==> config.mk <==
export PLATFORM = sky130hd
export DESIGN_NAME = cyc_pwm
export DESIGN_NICKNAME = d
export VERILOG_FILES = /design/src/rtl/cyc_pwm_pkg.sv /design/src/rtl/cyc_pwm_regs.sv /design/src/rtl/cyc_pwm_seq.sv /design/src/rtl/cyc_pwm_drive.sv /design/src/rtl/cyc_pwm.sv
export SDC_FILE = /design/constraint.sdc
export NUM_CORES = 1
export LEC_CHECK = 0
export BUFFER_PORTS_ARGS = -buffer_cell sky130_fd_sc_hd__buf_4
export CAP_MARGIN = 0
export CORE_MARGIN = 3
export CORE_UTILIZATION = 30
export CTS_BUF_LIST = sky130_fd_sc_hd__clkbuf_16
export DETAILED_ROUTE_END_ITERATION = 8
export GPL_TIMING_DRIVEN = 0
export PLACE_DENSITY = 0.53
export SLEW_MARGIN = 40
export SYNTH_ARGS = -nofsm -noshare
export SYNTH_HDL_FRONTEND = slang
export SYNTH_SLANG_ARGS = --single-unit
==> constraint.sdc <==
create_clock -name clk -period 4.4 [get_ports clk]
set_input_delay 1.1 -clock clk [delete_from_list [all_inputs] [get_ports clk]]
set_output_delay 1.1 -clock clk [all_outputs]
set_load 0.01 [all_outputs]
==> src/rtl/cyc_pwm_pkg.sv <==
// Shared constants for the two-phase PWM: register offsets, control bit
// positions and the phase encoding. Assumes a 32-bit register bus.
package cyc_pwm_pkg;
    localparam int REG_W     = 32;
    localparam int OFS_CTRL  = 'h00;
    localparam int OFS_LOW   = 'h18;
    localparam int OFS_HIGH  = 'h1C;

    localparam int B_RUN  = 0;
    localparam int B_MODE = 2;
    localparam int B_UPD  = 5;
    localparam int B_TRIG = 9;
    localparam int B_INV  = 10;
    localparam int B_DRV  = 14;

    localparam logic [REG_W-1:0] CTRL_KEEP =
        (REG_W'(1) << B_RUN) | (REG_W'(1) << B_MODE) | (REG_W'(1) << B_TRIG) |
        (REG_W'(1) << B_INV) | (REG_W'(1) << B_DRV);

    typedef enum logic {PH_HIGH = 1'b0, PH_LOW = 1'b1} phase_e;
endpackage

==> src/rtl/cyc_pwm_regs.sv <==
// Register file: control word plus staged high/low counts.
// Assumes single-cycle writes qualified by sel & we; reads are combinational.
module cyc_pwm_regs
    import cyc_pwm_pkg::*;
#(
    parameter int ADDR_W = 8,
    parameter int CNT_W  = 32
) (
    input  logic              clk,
    input  logic              rst_n,
    input  logic              sel,
    input  logic              we,
    input  logic [ADDR_W-1:0] addr,
    input  logic [REG_W-1:0]  wdata,
    output logic [REG_W-1:0]  rdata,
    output logic              run,
    output logic              commit,
    output logic [CNT_W-1:0]  sh_hi,
    output logic [CNT_W-1:0]  sh_lo
);
    logic [REG_W-1:0] ctrl_q;
    logic hit_ctrl, hit_hi, hit_lo, wr;

    // Address decode for the three mapped registers.
    always_comb begin
        hit_ctrl = (addr == ADDR_W'(OFS_CTRL));
        hit_hi   = (addr == ADDR_W'(OFS_HIGH));
        hit_lo   = (addr == ADDR_W'(OFS_LOW));
        wr       = sel & we;
    end

    // Register writes; only the kept control bits are stored.
    always_ff @(posedge clk) begin
        if (!rst_n) begin
            ctrl_q <= '0;
            sh_hi  <= '0;
            sh_lo  <= '0;
        end else if (wr) begin
            if (hit_ctrl) ctrl_q <= wdata & CTRL_KEEP;
            if (hit_hi)   sh_hi  <= wdata[CNT_W-1:0];
            if (hit_lo)   sh_lo  <= wdata[CNT_W-1:0];
        end
    end

    // Commit pulse and the combined run condition.
    always_comb begin
        commit = wr & hit_ctrl & wdata[B_UPD];
        run    = ctrl_q[B_RUN] & ctrl_q[B_DRV];
    end

    // Read mux; unmapped offsets read zero.
    always_comb begin
        if (hit_ctrl)    rdata = ctrl_q;
        else if (hit_hi) rdata = REG_W'(sh_hi);
        else if (hit_lo) rdata = REG_W'(sh_lo);
        else             rdata = '0;
    end
endmodule

==> src/rtl/cyc_pwm_seq.sv <==
// Phase sequencer: active counts, pending commit and the phase counter.
// Assumes commit is a one-cycle pulse; loads at period end or when stopped.
module cyc_pwm_seq
    import cyc_pwm_pkg::*;
#(
    parameter int CNT_W = 32
) (
    input  logic             clk,
    input  logic             rst_n,
    input  logic             run,
    input  logic             commit,
    input  logic [CNT_W-1:0] sh_hi,
    input  logic [CNT_W-1:0] sh_lo,
    output logic [CNT_W-1:0] act_hi,
    output logic [CNT_W-1:0] act_lo,
    output logic             pending,
    output phase_e           phase
);
    logic [CNT_W-1:0] nxt_hi, nxt_lo, cnt;
    logic degen, hi_end, lo_end, boundary;

    // Period-end detection; a zero count makes every cycle a boundary.
    always_comb begin
        degen    = (act_hi == '0) || (act_lo == '0);
        hi_end   = (phase == PH_HIGH) && (cnt == act_hi - CNT_W'(1));
        lo_end   = (phase == PH_LOW)  && (cnt == act_lo - CNT_W'(1));
        boundary = run && (degen || lo_end);
    end

    // Active/pending count management.
    always_ff @(posedge clk) begin
        if (!rst_n) begin
            act_hi  <= '0;
            act_lo  <= '0;
            nxt_hi  <= '0;
            nxt_lo  <= '0;
            pending <= 1'b0;
        end else if (commit && !run) begin
            act_hi  <= sh_hi;
            act_lo  <= sh_lo;
            pending <= 1'b0;
        end else if (commit) begin
            nxt_hi  <= sh_hi;
            nxt_lo  <= sh_lo;
            pending <= 1'b1;
        end else if (pending && (!run || boundary)) begin
            act_hi  <= nxt_hi;
            act_lo  <= nxt_lo;
            pending <= 1'b0;
        end
    end

    // Phase counter; held at the start of the high phase while stopped.
    always_ff @(posedge clk) begin
        if (!rst_n || !run || degen) begin
            cnt   <= '0;
            phase <= PH_HIGH;
        end else if (hi_end) begin
            cnt   <= '0;
            phase <= PH_LOW;
        end else if (lo_end) begin
            cnt   <= '0;
            phase <= PH_HIGH;
        end else begin
            cnt   <= cnt + CNT_W'(1);
        end
    end
endmodule

==> src/rtl/cyc_pwm_drive.sv <==
// Output stage: derives the pin level from run, phase and the active counts.
// Assumes the sequencer holds PH_HIGH whenever a count is zero.
module cyc_pwm_drive
    import cyc_pwm_pkg::*;
#(
    parameter int CNT_W = 32
) (
    input  logic             run,
    input  phase_e           phase,
    input  logic [CNT_W-1:0] act_hi,
    input  logic [CNT_W-1:0] act_lo,
    output logic             pwm_out
);
    // Level select: zero high count -> low, zero low count -> high.
    always_comb begin
        if (!run || act_hi == '0) pwm_out = 1'b0;
        else if (act_lo == '0)    pwm_out = 1'b1;
        else                      pwm_out = (phase == PH_HIGH);
    end
endmodule

==> src/rtl/cyc_pwm.sv <==
// Top of the two-phase PWM: register file, sequencer and output stage.
// Assumes a single clock domain; bus reads are combinational.
module cyc_pwm
    import cyc_pwm_pkg::*;
#(
    parameter int ADDR_W = 8,
    parameter int CNT_W  = 32
) (
    input  logic              clk,
    input  logic              rst_n,
    input  logic              bus_sel,
    input  logic              bus_we,
    input  logic [ADDR_W-1:0] bus_addr,
    input  logic [31:0]       bus_wdata,
    output logic [31:0]       bus_rdata,
    output logic              pwm_out
);
    logic             run, commit, pending;
    logic [CNT_W-1:0] sh_hi, sh_lo, act_hi, act_lo;
    phase_e           phase;

    cyc_pwm_regs #(.ADDR_W(ADDR_W), .CNT_W(CNT_W)) u_regs (
        .clk(clk), .rst_n(rst_n), .sel(bus_sel), .we(bus_we),
        .addr(bus_addr), .wdata(bus_wdata), .rdata(bus_rdata),
        .run(run), .commit(commit), .sh_hi(sh_hi), .sh_lo(sh_lo)
    );

    cyc_pwm_seq #(.CNT_W(CNT_W)) u_seq (
        .clk(clk), .rst_n(rst_n), .run(run), .commit(commit),
        .sh_hi(sh_hi), .sh_lo(sh_lo), .act_hi(act_hi), .act_lo(act_lo),
        .pending(pending), .phase(phase)
    );

    cyc_pwm_drive #(.CNT_W(CNT_W)) u_drive (
        .run(run), .phase(phase), .act_hi(act_hi), .act_lo(act_lo),
        .pwm_out(pwm_out)
    );
endmodule

==> run summary <==
DP Area -> 14,300 sq um
H-tree Lvls -> 1
Mapped Nets -> 1,637
status -> complete, no violations
Final Hold Vio Count -> 0
fillcell total -> 4,441
worst slew pin tran -> 819 ps
worst hold start -> u_seq.nxt_lo[2]
EDFF count, synth -> 0
DR vias -> 11,400
CP startpoint kind -> input port
Synth Area per Inst -> 8.15 sq um
synthesis-to-finish area growth -> 16.7%
fin crit period -> 4240 ps
Crit path required time -> 3300 ps
sequential area share after synthesis -> 0.357
RePlAce Congestion -> 0.883
Setup crit end kind -> output port
R2R Setup Slk -> 300 ps
Die W -> 214 um
leak pwr -> 5.44 nW
Post-Syn Instances -> 1,589
hold slack final -> 446 ps
Worst path max stage delay -> 600 ps
ys flop type -> dfxtp_1
Avg Vias per Cell -> 4.99
CORE AREA -> 42,300 sq um
Rel. slew slack -> 0.450
Highest Clock Rate -> 236 MHz
Detail Route Antenna Nets -> 0
final setup violation count -> 0
clock tree root buffer cell -> clkbuf_16
DRC -> 0
Layout Nets -> 1,740
Hold WC Path Type -> reg2reg
Die Area -> 45,700 sq um
wire length per cell -> 17.7 um
design area -> 15,100 sq um
initial antenna violation count -> 0
Worst VDD drop -> 0.221 mV
Warnings, synthesis -> 0
DRT Wirelength -> 40,400 um
Hold Path Depth -> 2
Reg2Reg Capture Point -> u_seq.phase
CTS tree -> built
period utilization -> 0.964
Die Span Y -> 214 um
post-synthesis async set-or-reset flop share -> 0
initial core utilization -> 0.306
reg2reg path depth -> 10
crit path kind -> in2out
skew final -> 17.7 ps
Max Buffers Root-to-Sink -> 3
vias in the first global route -> 11,200
I/O pins -> 77
Slowest-stage cell, CP -> or4_1
DR pass1 iterations -> 8
first-pass GRT wire length -> 64,000 um
dpl hpwl -> 31,200 um
gr ovfl total -> 0
crit-path cells -> buf_4, or4_1, nor2_1, nand3_1, clkbuf_2, o21ai_0, buf_4
layout cell share with drive strength beyond 1 -> 0.0925
Cell Pwr Density -> 291 nW/um^2
Reg clk slew, reported paths -> 60 ps
Iter 0 DRT Violations -> 715
Worst Path Max Fanout -> 10
hold endpoint -> u_seq.nxt_lo[2]
Synth Cell Area -> 12,900 sq um
Final Core Density -> 0.357
RSZ-0062 raised after global routing -> false
most frequent CP cell -> buf_4
unique cell type count in the Yosys netlist -> 71
clk_lat worst skew -> 540 ps
Seq cells post-synth -> 231
row cnt -> 75
final worst slack -> 159 ps
GR Util All Layers -> 0.176
# Post-CTS Setup Buffers -> 0
R2R Path Start -> u_seq.act_lo[0]
Num CTS Buffers -> 26
# diodes -> 0
clock sink count -> 231
largest net degree at the start of global routing -> 15
WP data arrival -> 3140 ps
Place WS -> -54.5 ps
max-slew violations -> 0
max_cap viols -> 0
I/O Buffers -> 74
==> area by class of cell <==
| cell class | count | area [sq um] | share of cell area |
|---|---|---|---|
| plain buffers | 126 | 622 | 0.0411 |
| flip-flops and latches | 231 | 4620 | 0.306 |
| well taps | 577 | 722 | 0.0478 |
| clock inverters | 18 | 170 | 0.0113 |
| repair buffers | 75 | 567 | 0.0375 |
| inverters | 12 | 45.0 | 0.00298 |
| clock buffers | 27 | 676 | 0.0447 |
| multi-input cells | 1220 | 7690 | 0.509 |
==> power breakdown <==
part           internal (mW)  switching (mW)
registers               2.09        0.000588
logic                 0.0543          0.0770
clock network           1.28           0.896
total                   3.43           0.974
==> per-stage QoR <==
stage / TNS (ps) / instances / total power, mW
floorplan: 0 / 1589 / 2.20
global placement: -35590 / 2240 / 2.27
detailed placement: -179 / 2240 / 2.27
CTS: 0 / 2285 / 4.46
global route: 0 / 2286 / 4.54
finish: 0 / 2286 / 4.40
==> critical path: cells and delay by family <==
kind            cells  cell delay, ps
simple gates        3            1090
buf+inv             3             640
compound gates      1             310
==> cell usage in the layout, fill, tap and decap left out, types with 7 or more instances in the layout <==
cell type	synthesis	layout
nand4_1	42	42
nor4_4	6	7
dfxtp_1	231	231
nor2_1	99	98
clkbuf_16	0	27
a21oi_1	9	9
mux2i_1	104	104
nand2b_1	65	65
xor2_1	35	35
nand3_1	36	36
a21boi_1	28	28
and4b_1	7	7
xnor2_1	72	72
and3_1	7	7
or4_1	11	11
nand2_1	363	363
nor2b_1	9	9
a21boi_0	101	101
clkbuf_1	107	106
o21ai_0	14	14
or3_1	7	7
nor4_1	14	12
buf_12	7	7
inv_1	12	16
o211ai_1	66	66
nor3_1	30	30
buf_4	4	78
==> sequential cells by signal, indices dropped and copies added (netlist names) <==
register and cells:
u_regs.ctrl_q 5, u_regs.sh_hi 32, u_regs.sh_lo 32, u_seq.act_hi 32
u_seq.act_lo 32, u_seq.cnt 32, u_seq.nxt_hi 32, u_seq.nxt_lo 32
u_seq.pending 1, u_seq.phase 1
==> cells in the mapped netlist, drive strengths merged, types with 5 or more instances <==
library cell  instances  area share
xor2                 35       0.024
o21ai                17      0.0069
inv                  12      0.0035
a21boi              129       0.075
nor4                 24       0.020
mux2i               104       0.080
nand2               363        0.11
nor2                 99       0.029
nand3                37       0.015
buf                  19       0.017
nand4                43       0.022
nor3                 34       0.015
a21oi                 9      0.0035
and4b                 7      0.0054
o211ai               66       0.038
nor2b                 9      0.0043
or3                   7      0.0034
or4                  12      0.0072
nand2b               65       0.031
clkbuf              107       0.031
and3                  7      0.0034
a31oi                 5      0.0024
xnor2                72       0.049
a211oi                5      0.0029
dfxtp               231        0.36
==> metal layers <==
layer  track usage  vias to the layer above  routed length, um
met5             0                        -                  0
met4        0.0501                        0                912
met3        0.0214                       53               1540
met2         0.301                      238              19100
met1         0.236                     5406              18800
li1              -                     5714                  -
==> timing repair <==
action / CTS / global route
hold buffers: 0 / 0
endpoints found under the setup margin: 0 / 1
resized for setup: 0 / 2
==> cells by family (layout without fill, tap and decap cells) <==
logic type,after synthesis,count (layout),synth area share
and+or+nand+nor,731,731,0.276
xor gates and xnor gates,107,107,0.0724
buffers and inverters,138,258,0.0514
DFF,231,231,0.357
adders and majority gates,4,4,0.00387
muxes,105,105,0.0813
AOI/OAI and AO/OA,273,273,0.158
==> worst max path at each step <==
stage | from | endpoint | slack (ps) | cells past startpoint
2_1_floorplan | bus_addr[0] | bus_rdata[10] | 810 | 5
3_3_place_gp | bus_addr[2] | u_seq.act_hi[7] | -380 | 9
3_5_place_dp | bus_addr[2] | u_seq.act_hi[7] | -50 | 9
4_1_cts | bus_addr[0] | bus_rdata[10] | 40 | 7
5_1_grt | bus_addr[0] | bus_rdata[10] | 40 | 7
6_report | bus_addr[0] | bus_rdata[10] | 160 | 7
No activity file was read; power rests on OpenSTA's default activity.
